$ cat src/rtl/frw_pkg.sv
package frw_pkg;

   // Control word field positions (decoded by the walker)
   localparam int PID_LSB   = 28;
   localparam int PID_W     = 4;
   localparam int OP_LSB    = 25;
   localparam int CHAIN_BIT = 24;
   localparam int REJ_BIT   = 23;
   localparam int GROUP_BIT = 22;
   localparam int CTRL_W    = 32;
   localparam int NUM_PROPS = 1 << PID_W;

   typedef enum logic [1:0] {
      OP_EQ = 2'b00,
      OP_GE = 2'b01,
      OP_NE = 2'b10,
      OP_LT = 2'b11
   } cmp_op_e;

   typedef enum logic [1:0] {
      SK_NONE  = 2'd0,
      SK_CHAIN = 2'd1,
      SK_GROUP = 2'd2
   } skip_e;

   function automatic logic [CTRL_W-1:0] ctrl_keep_mask(input int queue_w);
      logic [CTRL_W-1:0] m;
      m = '0;
      for (int b = 0; b < CTRL_W; b++) begin
         if (b < queue_w) m[b] = 1'b1;
         if (b >= GROUP_BIT && b <= OP_LSB + 1) m[b] = 1'b1;
         if (b >= PID_LSB) m[b] = 1'b1;
      end
      return m;
   endfunction

endpackage

$ cat src/rtl/frw_rule_store.sv
module frw_rule_store
   import frw_pkg::*;
#(
   parameter int ENTRIES = 16,
   parameter int DATA_W  = 32,
   parameter int QUEUE_W = 6,
   parameter int IDX_W   = 4
) (
   input  logic               clk,
   input  logic               rst_n,
   input  logic               busy_i,
   input  logic               wr_en_i,
   input  logic               sel_i,
   input  logic [IDX_W-1:0]   idx_i,
   input  logic [DATA_W-1:0]  wdata_i,
   output logic [DATA_W-1:0]  rdata_o,
   input  logic [IDX_W-1:0]   walk_idx_i,
   output logic [CTRL_W-1:0]  walk_ctrl_o,
   output logic [DATA_W-1:0]  walk_word_o
);

   localparam logic [CTRL_W-1:0] KEEP = ctrl_keep_mask(QUEUE_W);

   logic [ENTRIES-1:0][CTRL_W-1:0] ctrl_q;
   logic [ENTRIES-1:0][DATA_W-1:0] word_q;
   logic [ENTRIES-1:0]             hit;

   for (genvar i = 0; i < ENTRIES; i++) begin : g_hit
      assign hit[i] = wr_en_i && !busy_i && (idx_i == IDX_W'(i));
   end

   always_ff @(posedge clk or negedge rst_n) begin
      if (!rst_n) begin
         ctrl_q <= '0;
         word_q <= '0;
      end else begin
         for (int i = 0; i < ENTRIES; i++) begin
            if (hit[i] && !sel_i) ctrl_q[i] <= wdata_i[CTRL_W-1:0] & KEEP;
            if (hit[i] &&  sel_i) word_q[i] <= wdata_i;
         end
      end
   end

   assign rdata_o     = sel_i ? word_q[idx_i] : DATA_W'(ctrl_q[idx_i]);
   assign walk_ctrl_o = ctrl_q[walk_idx_i];
   assign walk_word_o = word_q[walk_idx_i];

   logic unused_wdata;
   if (DATA_W > CTRL_W) begin : g_wide
      assign unused_wdata = ^wdata_i[DATA_W-1:CTRL_W];
   end else begin : g_exact
      assign unused_wdata = 1'b0;
   end

   // the table cannot change while a walk is running
   assert_table_frozen_R8: assert property (@(posedge clk) disable iff (!rst_n)
      (wr_en_i && busy_i) |=> ($stable(ctrl_q) && $stable(word_q)))
      else $error("table written while busy");

endmodule

$ cat src/rtl/frw_rule_eval.sv
module frw_rule_eval
   import frw_pkg::*;
#(
   parameter int DATA_W  = 32,
   parameter int QUEUE_W = 6
) (
   input  logic [CTRL_W-1:0]           ctrl_i,
   input  logic [DATA_W-1:0]           word_i,
   input  logic [DATA_W-1:0]           mask_i,
   input  logic [NUM_PROPS*DATA_W-1:0] props_i,
   output logic                        match_o,
   output logic                        load_mask_o,
   output logic                        chain_o,
   output logic                        rej_o,
   output logic                        group_o,
   output logic [QUEUE_W-1:0]          queue_o
);

   logic [DATA_W-1:0] prop_arr [NUM_PROPS];
   logic [PID_W-1:0]  pid;
   cmp_op_e           op;
   logic [DATA_W-1:0] masked;

   for (genvar p = 0; p < NUM_PROPS; p++) begin : g_prop
      assign prop_arr[p] = props_i[p*DATA_W +: DATA_W];
   end

   assign pid         = ctrl_i[PID_LSB +: PID_W];
   assign op          = cmp_op_e'(ctrl_i[OP_LSB +: 2]);
   assign chain_o     = ctrl_i[CHAIN_BIT];
   assign rej_o       = ctrl_i[REJ_BIT];
   assign group_o     = ctrl_i[GROUP_BIT];
   assign queue_o     = ctrl_i[QUEUE_W-1:0];
   assign load_mask_o = (pid == '0);
   assign masked      = prop_arr[pid] & mask_i;

   always_comb begin
      if (pid == '0) begin
         match_o = !op[1];
      end else begin
         unique case (op)
            OP_EQ:   match_o = (masked == word_i);
            OP_GE:   match_o = (masked >= word_i);
            OP_NE:   match_o = (masked != word_i);
            default: match_o = (masked <  word_i);
         endcase
      end
   end

   logic unused_ctrl;
   assign unused_ctrl = ^{ctrl_i[OP_LSB+2], ctrl_i[GROUP_BIT-1:QUEUE_W]};

endmodule

$ cat src/rtl/frw_walker_fsm.sv
module frw_walker_fsm
   import frw_pkg::*;
#(
   parameter int ENTRIES = 16,
   parameter int DATA_W  = 32,
   parameter int QUEUE_W = 6,
   parameter int IDX_W   = 4
) (
   input  logic               clk,
   input  logic               rst_n,
   input  logic               start_i,
   input  logic               match_i,
   input  logic               load_mask_i,
   input  logic               chain_i,
   input  logic               rej_i,
   input  logic               group_i,
   input  logic [QUEUE_W-1:0] queue_i,
   input  logic [DATA_W-1:0]  word_i,
   output logic [IDX_W-1:0]   idx_o,
   output logic [DATA_W-1:0]  mask_o,
   output logic               busy_o,
   output logic               done_o,
   output logic               reject_o,
   output logic [QUEUE_W-1:0] queue_o
);

   localparam logic [IDX_W-1:0] LAST = IDX_W'(ENTRIES - 1);

   logic               busy_q, done_q, rej_q;
   logic [IDX_W-1:0]   idx_q;
   logic [DATA_W-1:0]  mask_q, mask_n;
   logic [QUEUE_W-1:0] queue_q;
   skip_e              skip_q, skip_n;
   logic               decide, last;

   assign last = (idx_q == LAST);

   always_comb begin
      skip_n = skip_q;
      mask_n = mask_q;
      decide = 1'b0;
      unique case (skip_q)
         SK_CHAIN: if (!chain_i) skip_n = SK_NONE;
         SK_GROUP: if (group_i)  skip_n = SK_NONE;
         default: begin
            if (load_mask_i) mask_n = word_i;
            if (match_i) begin
               decide = !chain_i;
            end else if (chain_i) begin
               skip_n = group_i ? SK_GROUP : SK_CHAIN;
            end
         end
      endcase
   end

   always_ff @(posedge clk or negedge rst_n) begin
      if (!rst_n) begin
         busy_q  <= 1'b0;
         done_q  <= 1'b0;
         rej_q   <= 1'b0;
         queue_q <= '0;
         idx_q   <= '0;
         mask_q  <= '1;
         skip_q  <= SK_NONE;
      end else begin
         done_q <= 1'b0;
         if (!busy_q) begin
            if (start_i) begin
               busy_q <= 1'b1;
               idx_q  <= '0;
               mask_q <= '1;
               skip_q <= SK_NONE;
            end
         end else begin
            skip_q <= skip_n;
            mask_q <= mask_n;
            if (decide || last) begin
               busy_q  <= 1'b0;
               done_q  <= 1'b1;
               rej_q   <= decide && rej_i;
               queue_q <= (decide && !rej_i) ? queue_i : '0;
            end else begin
               idx_q <= idx_q + 1'b1;
            end
         end
      end
   end

   assign idx_o    = idx_q;
   assign mask_o   = mask_q;
   assign busy_o   = busy_q;
   assign done_o   = done_q;
   assign reject_o = rej_q;
   assign queue_o  = queue_q;

   // verdict strobe is a single cycle
   assert_done_pulse_R9: assert property (@(posedge clk) disable iff (!rst_n)
      done_q |=> !done_q) else $error("done longer than one cycle");

   // an accepted start makes the block busy
   assert_start_busy_R9: assert property (@(posedge clk) disable iff (!rst_n)
      (start_i && !busy_q) |=> busy_q) else $error("start not taken");

   // every frame begins with an all-ones mask
   assert_mask_init_R2: assert property (@(posedge clk) disable iff (!rst_n)
      (start_i && !busy_q) |=> (mask_q == {DATA_W{1'b1}})) else $error("mask not reset");

   // busy is low whenever the verdict is presented
   assert_done_idle_R4: assert property (@(posedge clk) disable iff (!rst_n)
      done_q |-> !busy_q) else $error("busy during done");

   // a group skip runs until a rule with the group flag
   assert_group_skip_R6: assert property (@(posedge clk) disable iff (!rst_n)
      (busy_q && skip_q == SK_GROUP && !group_i && !last) |=> (skip_q == SK_GROUP && !done_q))
      else $error("group skip left early");

endmodule

$ cat src/rtl/frame_rule_walker.sv
module frame_rule_walker
   import frw_pkg::*;
#(
   parameter int ENTRIES = 16,
   parameter int DATA_W  = 32,
   parameter int QUEUE_W = 6,
   localparam int IDX_W  = $clog2(ENTRIES)
) (
   input  logic                        clk,
   input  logic                        rst_n,
   input  logic                        start_i,
   input  logic [NUM_PROPS*DATA_W-1:0] props_i,
   input  logic                        cfg_we_i,
   input  logic                        cfg_sel_i,
   input  logic [IDX_W-1:0]            cfg_idx_i,
   input  logic [DATA_W-1:0]           cfg_wdata_i,
   output logic [DATA_W-1:0]           cfg_rdata_o,
   output logic                        busy_o,
   output logic                        done_o,
   output logic                        reject_o,
   output logic [QUEUE_W-1:0]          queue_o
);

   if (ENTRIES < 2 || ENTRIES > 256) begin : g_bad_entries
      $error("ENTRIES out of range");
   end
   if (DATA_W < CTRL_W) begin : g_bad_width
      $error("DATA_W must hold a control word");
   end
   if (QUEUE_W < 1 || QUEUE_W > GROUP_BIT) begin : g_bad_queue
      $error("QUEUE_W overlaps control fields");
   end

   logic [IDX_W-1:0]   walk_idx;
   logic [CTRL_W-1:0]  walk_ctrl;
   logic [DATA_W-1:0]  walk_word, mask;
   logic               match, load_mask, chain, rej, group;
   logic [QUEUE_W-1:0] rule_queue;

   frw_rule_store #(.ENTRIES(ENTRIES), .DATA_W(DATA_W), .QUEUE_W(QUEUE_W), .IDX_W(IDX_W)) u_store (
      .clk         (clk),
      .rst_n       (rst_n),
      .busy_i      (busy_o),
      .wr_en_i     (cfg_we_i),
      .sel_i       (cfg_sel_i),
      .idx_i       (cfg_idx_i),
      .wdata_i     (cfg_wdata_i),
      .rdata_o     (cfg_rdata_o),
      .walk_idx_i  (walk_idx),
      .walk_ctrl_o (walk_ctrl),
      .walk_word_o (walk_word)
   );

   frw_rule_eval #(.DATA_W(DATA_W), .QUEUE_W(QUEUE_W)) u_eval (
      .ctrl_i      (walk_ctrl),
      .word_i      (walk_word),
      .mask_i      (mask),
      .props_i     (props_i),
      .match_o     (match),
      .load_mask_o (load_mask),
      .chain_o     (chain),
      .rej_o       (rej),
      .group_o     (group),
      .queue_o     (rule_queue)
   );

   frw_walker_fsm #(.ENTRIES(ENTRIES), .DATA_W(DATA_W), .QUEUE_W(QUEUE_W), .IDX_W(IDX_W)) u_fsm (
      .clk         (clk),
      .rst_n       (rst_n),
      .start_i     (start_i),
      .match_i     (match),
      .load_mask_i (load_mask),
      .chain_i     (chain),
      .rej_i       (rej),
      .group_i     (group),
      .queue_i     (rule_queue),
      .word_i      (walk_word),
      .idx_o       (walk_idx),
      .mask_o      (mask),
      .busy_o      (busy_o),
      .done_o      (done_o),
      .reject_o    (reject_o),
      .queue_o     (queue_o)
   );

endmodule

$ cat config.mk
export PLATFORM = sky130hd
export DESIGN_NAME = frame_rule_walker
export DESIGN_NICKNAME = d
export VERILOG_FILES = /design/src/rtl/frw_pkg.sv /design/src/rtl/frw_rule_store.sv /design/src/rtl/frw_rule_eval.sv /design/src/rtl/frw_walker_fsm.sv /design/src/rtl/frame_rule_walker.sv
export SDC_FILE = /design/constraint.sdc
export NUM_CORES = 2
export LEC_CHECK = 0
export ABC_CLOCK_PERIOD_IN_PS = 6000
export BUFFER_PORTS_ARGS = -buffer_cell sky130_fd_sc_hd__buf_2
export CORE_ASPECT_RATIO = 0.6
export CORE_MARGIN = 1.5
export CORE_UTILIZATION = 30
export CTS_BUF_LIST = sky130_fd_sc_hd__clkbuf_16
export DETAILED_ROUTE_END_ITERATION = 8
export RECOVER_POWER = 50
export SLEW_MARGIN = 10
export SYNTH_ARGS = -nofsm -noshare
export SYNTH_HDL_FRONTEND = slang
export SYNTH_SLANG_ARGS = --single-unit
$ cat constraint.sdc
create_clock -name clk -period 6 [get_ports clk]
set_input_delay 1.5 -clock clk [delete_from_list [all_inputs] [get_ports clk]]
set_output_delay 1.5 -clock clk [all_outputs]
set_load 0.005 [all_outputs]
== Yosys cells after proc, flatten, opt, wreduce, memory -nomap -nowiden ==
Index checks and enable logic that the tools add are counted.

* $add $sub $neg: 1
* Order comparisons: 5
* Equality and inequality tests: 29
* Mux-type cells: 37
* Bitwise gates (word level): 2
* Reductions and logical operators: 66

{| class="wikitable"
|+ Operator list
! kind !! count
|-
| binary-select mux 32 bit (select 4 bit) || 5
|-
| two-way mux 32 bit || 11
|-
| logical AND 1 bit || 51
|-
| == test 4 bit (second input constant) || 9
|-
| bitwise AND 32 bit || 1
|-
| == test 32 bit || 1
|-
| greater-or-equal comparator 32 bit || 1
|-
| < comparator 32 bit || 1
|-
| != test 32 bit || 1
|-
| == test 4 x 3 -> 1 bit (second input constant) || 4
|-
| two-way mux 2 bit || 7
|-
| two-way mux 4 bit || 3
|-
| < comparator 4 x 5 -> 1 bit (second input constant) || 2
|-
| == test 4 x 2 -> 1 bit (second input constant) || 2
|-
| logical NOT 4 bit || 2
|-
| two-way mux 1 bit || 8
|-
| != test 4 bit (second input constant) || 2
|-
| two-way mux 6 bit || 1
|-
| != test 2 bit (second input constant) || 3
|-
| != test 3 bit (second input constant) || 2
|-
| greater-or-equal comparator 5 bit (second input constant) || 1
|-
| logical NOT 1 bit || 5
|-
| NOT 4 -> 5 bit || 1
|-
| AND reduction 5 bit || 1
|-
| 12 further kinds || 15
|}

* Register bits: 799
* Bits of input ports: 553
* Logic and storage cells: 179

== Longest topological paths before layout ==
* Depth in word-level cells: 15
* Gate-level depth with buffers: 24

== Hierarchy ==
A second synthesis with hierarchy kept.

* Cell total of the unflattened synthesis: 3087
* Area total of the unflattened synthesis: 46953.8 um^2

{| class="wikitable"
|+ Modules (own cells, without submodules)
! module !! instances !! cells an instance !! area an instance (um^2)
|-
| frw_rule_store || 1 || 2446 || 39774.4
|-
| frw_rule_eval || 1 || 415 || 5043.6
|-
| frw_walker_fsm || 1 || 226 || 2135.8
|}

== Least setup slack after synthesis ==
Ideal clock, no wire load.

* Path type: input to output
* From: input port cfg_idx_i[0]
* To: output port cfg_rdata_o[0]
* Arrival: 3746 ps
* Required time: 4500 ps
* Setup slack: 754 ps
* Cell stages on the path: 6
* Cells stage by stage: clkbuf_1 > clkbuf_1 > buf_1 > mux4_2 > mux4_2 > mux2_2

* Longest elaborated chain between the ends: 3
* Elaborated cells between the ends (all ways): 5
* Those cells by class: mux: 5

{| class="wikitable"
|+ RTL lines
! element !! line !! RTL
|-
| start, declared || frame_rule_walker.sv:15 || <nowiki>input logic [IDX_W-1:0] cfg_idx_i,</nowiki>
|-
| binary-select mux 32 bit (select 4 bit) || frw_rule_store.sv:44 || <nowiki>assign rdata_o = sel_i ? word_q[idx_i] : DATA_W'(ctrl_q[idx_i]);</nowiki>
|-
| two-way mux 32 bit (not written as such) || frw_rule_store.sv:44 ||
|-
| two-way mux 32 bit * || frw_rule_store.sv:44 ||
|-
| end, declared || frame_rule_walker.sv:17 || <nowiki>output logic [DATA_W-1:0] cfg_rdata_o,</nowiki>
|}

Every way passes the cells marked *; elsewhere a longest branch is shown, timed or not. The select of a mux whose other input is x is not followed.

== Worst setup path after layout ==
* From: register u_fsm.idx_q[0], in the netlist u_fsm.idx_o[0]
* To: register u_fsm.queue_q[3], in the netlist u_fsm.queue_o[3]

* Longest elaborated chain between the ends: 14
* Elaborated cells between the ends (all ways): 29
* Those cells by class: order compare: 2; eq/ne: 5; mux: 12; bitwise: 2; reduce/logical: 8

{| class="wikitable"
|+ RTL lines
! element !! line !! RTL
|-
| start, declared || frw_walker_fsm.sv:30 || <nowiki>logic [IDX_W-1:0] idx_q;</nowiki>
|-
| start signal, assigned || frw_walker_fsm.sv:83 || <nowiki>idx_q <= idx_q + 1'b1;</nowiki>
|-
| binary-select mux 32 bit (select 4 bit) || frw_rule_store.sv:45 || <nowiki>assign walk_ctrl_o = ctrl_q[walk_idx_i];</nowiki>
|-
| two-way mux 32 bit (not written as such) || frw_rule_store.sv:45 ||
|-
| NOT 4 -> 5 bit (not written as such) || frw_rule_eval.sv:35 || <nowiki>assign masked = prop_arr[pid] & mask_i;</nowiki>
|-
| binary-select mux 32 bit (select 4 bit) || frw_rule_eval.sv:35 ||
|-
| two-way mux 32 bit (not written as such) (2 in a row) || frw_rule_eval.sv:35 ||
|-
| bitwise AND 32 bit || frw_rule_eval.sv:35 ||
|-
| < comparator 32 bit, or another cell as far along || frw_rule_eval.sv:45 || <nowiki>default: match_o = (masked < word_i);</nowiki>
|-
| one-hot mux 1 bit (3 select lines) || frw_rule_eval.sv:41 || <nowiki>unique case (op)</nowiki>
|-
| two-way mux 1 bit || frw_rule_eval.sv:38 || <nowiki>if (pid == '0) begin</nowiki>
|-
| two-way mux 1 bit || frw_walker_fsm.sv:47 || <nowiki>if (match_i) begin</nowiki>
|-
| two-way mux 1 bit || frw_walker_fsm.sv:42 || <nowiki>unique case (skip_q)</nowiki>
|-
| logical AND 1 bit / logical OR 1 bit (equally long branches) || frw_walker_fsm.sv:81, frw_walker_fsm.sv:77 ||
|-
| two-way mux 6 bit / AND reduction 2 bit (equally long branches) || n/a ||
|-
| end signal, assigned || frw_walker_fsm.sv:81 || <nowiki>queue_q <= (decide && !rej_i) ? queue_i : '0;</nowiki>
|-
| end, declared || frw_walker_fsm.sv:32 || <nowiki>logic [QUEUE_W-1:0] queue_q;</nowiki>
|}

Several ways; a longest one is shown, not always the timed one. The select of a mux whose other input is x is not followed.
A chain may end at the register's enable or synchronous reset.

==> flow_metrics.py <==
metrics = {
    "clock_network": {
        "cts_root_buffer": "clkbuf_16",
        "clock_latency_ns": 0.69,
        "cts_buffer_depth": 3,
        "cts_made_buffers": 73,
        "clock_sinks": 799,
        "tritoncts": "done",
        "h-tree-depth": 3,
        "cts_hold_buf": 0,
        "clk_pin_slew_ns": 0.06,
    },
    "critical_path": {
        "cp-start-kind": "flop",
        "cp.arrival_ns": 6.39,
        "endpoint": "u_fsm.queue_o[3]",
        "reg2reg_depth": 22,
        "critPathMaxFanout": 78,
        "critPathLaunch": "u_fsm.idx_o[0]",
        "path_common_cell": "buf_4",
        "r2r_end": "u_fsm.queue_o[3]",
        "crit_chain": "mux4_2, a22oi_2, buf_4, and3_4, buf_16, and2_1, a211oi_1, a31oi_1, mux4_2, and2_1, ha_1, a21oi_1, o21ai_0, a2111oi_1, o31ai_1, buf_4, o31ai_4, buf_4, a31oi_2, and4b_4, o21ai_4, a32o_1",
        "path_depth": 22,
        "slowest_stage": "mux4_2",
        "r2r_setup_slack_ns": 0.16,
        "critPathKind": "reg2reg",
        "required_ns": 6.55,
        "critical_path_buf_inv_count": 4,
        "max_stage_delay_ns": 0.53,
        "critical_path.endpoint_type": "flop",
        "crit_family": "compound AO/OA/AOI/OAI gates",
        "r2r-start": "u_fsm.idx_o[0]",
    },
    "power_and_ir_drop": {
        "pwr-share-seq_pct": 30.7,
        "p_leak_nw": 23.99,
        "powerDensity_mw_per_mm2": 476.8,
        "pwr-share-clk_pct": 17.8,
        "vdd_ir_drop_max_uv": 283.2,
        "p_comb_share_pct": 51.5,
        "netSwitchingFraction_pct": 39.21,
        "p_sw_w": 0.01037,
        "p_int_w": 0.01608,
    },
    "yosys": {
        "ys_warn_count": 0,
        "yosys.area_share.simple_pct": 5.999,
        "syn_area_mm2": 0.04709,
        "synth_area_leaders": "dfrtp_1 41%, mux4_2 24%, mux2_2 18%",
        "netlist_top_cells_count": "767 x dfrtp_1, 767 x mux2_2, 495 x mux4_2",
        "synth_edf_count": 0,
        "synthAdderAreaFrac_pct": 0.9299,
        "ys_seq_area_share_pct": 42.54,
        "synth_top_area_share_pct": 40.76,
        "yosysTopAreaCell": "dfrtp_1",
        "syn_avg_cell_area_um2": 13.79,
        "synthArstFlopShare_pct": 100.0,
        "muxShareOfSynthArea_pct": 42.10,
        "syn_nets": 4003,
        "synth_cells": 3415,
        "synth_xor_area_share_pct": 0,
        "synth_compound_area_share_pct": 5.088,
        "ys_types": 55,
        "synth_top_family_by_area": "multiplexers",
        "synthFlopType": "dfrtp_1",
        "ys_ff_latch": 799,
    },
    "placed_design": {
        "post_dp_cell_area_mm2": 0.05284,
        "io_buffer_count": 593,
        "placed_cells": 5898,
        "gp_congestion": 0.9432,
        "dp_hpwl_um": 116900,
    },
    "worst_hold_path": {
        "worst_hold_path_type": "reg2reg",
    },
    "layout": {
        "nFillCells": 15076,
        "stdcell_count": 6058,
        "synthToLayoutAreaGrowth_pct": 17.82,
        "nNetsFinal": 4466,
        "fin_area_mm2": 0.05549,
        "drive_above_1_share_pct": 55.31,
    },
    "timing": {
        "max_freq_mhz": 171.2,
        "min_period_ns": 5.840,
        "finalSetupViolCount": 0,
        "hold_viol_final": 0,
        "relSlewSlack_pct": -138.9,
        "post-route-period-util_pct": 97.33,
        "finalClockSkew_ns": 0.03499,
        "max_slew.worst_pin.slew_ns": 3.584,
        "slew_viol_final": 287,
        "rsz0062_at_grt": "no",
    },
    "global_routing": {
        "grt_max_degree": 169,
        "grt_pass1_vias": 33278,
        "groute.usage.overall_pct": 20.65,
        "grt_overflow": 0,
        "grt_pass1_wl_um": 241600,
        "antenna_found_initial": 30,
    },
    "floorplan": {
        "die_h_um": 309.9,
        "coreArea_mm2": 0.1557,
        "start_util_pct": 30.25,
        "std_cell_rows": 112,
        "die_x_um": 514.5,
        "die_area_mm2": 0.1594,
        "io_pins": 594,
    },
    "route": {
        "firstDrtPassIters": 5,
        "vias": 34100,
        "antenna_left": 0,
        "vias_per_cell": 5.629,
        "drt-initial-drc-count": 3574,
        "drc": 0,
        "drt-total-wl_um": 170000,
        "detail_route.wl_per_cell_um": 28.06,
    },
    "run": {
        "maxCapViolations": 4,
    },
    "outcome": {
        "status": "finished with violations",
        "violations": "max-capacitance violations, max-slew violations",
    },
}
-- per-layer routing --
metal  vias up  GRT usage [%]  share of wire, %
li1      14101              -                 -
met1     18235          30.90                45
met2      1522          29.43                43
met3       220          5.833               9.4
met4        22          4.158               1.7
met5         -         0.5658              0.14
-- area by class of cell --
cell class,count,area [um2],share of cell area [%]
sequential,799,20050,36.13
inverter,42,160.2,0.2886
tap,2109,2639,4.756
antenna,13,32.53,0.05863
multi-input combinational,2229,25730,46.37
clock inverter,59,454.2,0.8185
clock buffer,74,1852,3.337
timing repair buffer,733,4573,8.242
-- layout by cell type (no fill, tap or decap), types with 5 or more instances in the layout --
| cell type | synthesis | layout |
|---|---|---|
| buf_6 | 3 | 6 |
| a31oi_1 | 130 | 128 |
| buf_16 | 0 | 5 |
| nor2_1 | 25 | 8 |
| nor2_4 | 1 | 17 |
| nand3_1 | 7 | 6 |
| buf_12 | 0 | 30 |
| a211oi_2 | 0 | 5 |
| dfstp_2 | 32 | 32 |
| a211oi_1 | 129 | 124 |
| o21ai_0 | 7 | 7 |
| a32o_1 | 7 | 7 |
| nand4_1 | 9 | 9 |
| nand2_1 | 294 | 290 |
| clkinv_1 | 0 | 12 |
| bufinv_16 | 0 | 5 |
| dfrtp_1 | 767 | 763 |
| nor3_1 | 36 | 34 |
| buf_4 | 2 | 95 |
| clkinv_2 | 0 | 13 |
| clkbuf_1 | 228 | 10 |
| a21oi_1 | 44 | 44 |
| mux4_2 | 495 | 495 |
| mux2_2 | 767 | 767 |
| ha_1 | 35 | 35 |
| and2_1 | 179 | 178 |
| buf_2 | 74 | 580 |
| clkbuf_16 | 0 | 77 |
| inv_1 | 42 | 57 |
| diode_2 | 0 | 13 |
| nor2b_1 | 7 | 5 |
-- sequential cells by signal (all words and copies together) (netlist names), 2 cells and up --
name / flops
u_fsm.mask_o: 32
u_fsm.queue_o: 6
u_fsm.skip_q: 2
u_store.word_q: 512
u_fsm.idx_o: 4
u_store.ctrl_q: 240
-- metrics by stage --
| step | utilization (%) | setup WS [ns] | total power, W | setup TNS [ns] | hold WS (ns) |
|---|---|---|---|---|---|
| final | 35.64 | 0.1599 | 0.02646 | 0 | 0.5038 |
| after global routing | 35.63 | 0.001759 | 0.02788 | 0 | 0.5235 |
| after CTS | 35.49 | 0.05523 | 0.02608 | 0 | 0.5028 |
| after detailed placement | 33.94 | -0.5704 | 0.02116 | -7.264 | 0.4841 |
| after global placement | 33.94 | -0.4966 | 0.02095 | -6.406 | 0.4770 |
| after floorplan | - | 0.7544 | 0.01683 | 0 | 0.4893 |
-- what timing repair did --
action                     in CTS  in global routing
setup endpoints to repair      15                 15
gates cloned                    1                  3
gates resized for setup         5                 26
setup buffers                   4                  6
pin swaps                       3                  4
hold endpoints to repair        0                  0
-- logic make-up (layout without fill, tap and decap cells) --
group | after synthesis | in the layout
muxes | 1266 | 1266
and+or+nand+nor | 580 | 580
adders and majority gates | 35 | 35
AOI/OAI and AO/OA | 348 | 348
other | 0 | 13
DFF | 799 | 799
buffers and inverters | 387 | 908
-- worst register-to-register path, cell delays in order (launching register included) --
cell and delay [ns]:
dfrtp_4 0.51, mux4_2 0.53, a22oi_2 0.19, buf_4 0.16
and3_4 0.39, buf_16 0.31, and2_1 0.41, a211oi_1 0.10
a31oi_1 0.15, mux4_2 0.24, and2_1 0.12, ha_1 0.23
a21oi_1 0.13, o21ai_0 0.13, a2111oi_1 0.38, o31ai_1 0.16
buf_4 0.18, o31ai_4 0.33, buf_4 0.19, a31oi_2 0.12
and4b_4 0.38, o21ai_4 0.11, a32o_1 0.28
-- worst min path at each step --
stage / from / end / slack [ns] / depth (start not counted)
floorplan: u_fsm.queue_o[0] / u_fsm.queue_o[0] / 0.49 / 1
global placement: u_fsm.reject_o / u_fsm.reject_o / 0.48 / 1
detailed placement: u_fsm.queue_o[0] / u_fsm.queue_o[0] / 0.48 / 1
CTS: u_fsm.queue_o[4] / u_fsm.queue_o[4] / 0.50 / 1
global route: u_fsm.reject_o / u_fsm.reject_o / 0.52 / 1
finish: u_fsm.queue_o[4] / u_fsm.queue_o[4] / 0.50 / 1
-- power by group through the flow --
stage	clock network [W]	logic, W	registers, W
finish	0.00471	0.0136	0.00811
global route	0.00504	0.0145	0.00831
CTS	0.00482	0.0132	0.00807
detailed placement	0	0.0130	0.00817
global placement	0	0.0129	0.00808
floorplan	0	0.00912	0.00771
Note: power is estimated with default switching activity, not from simulation.
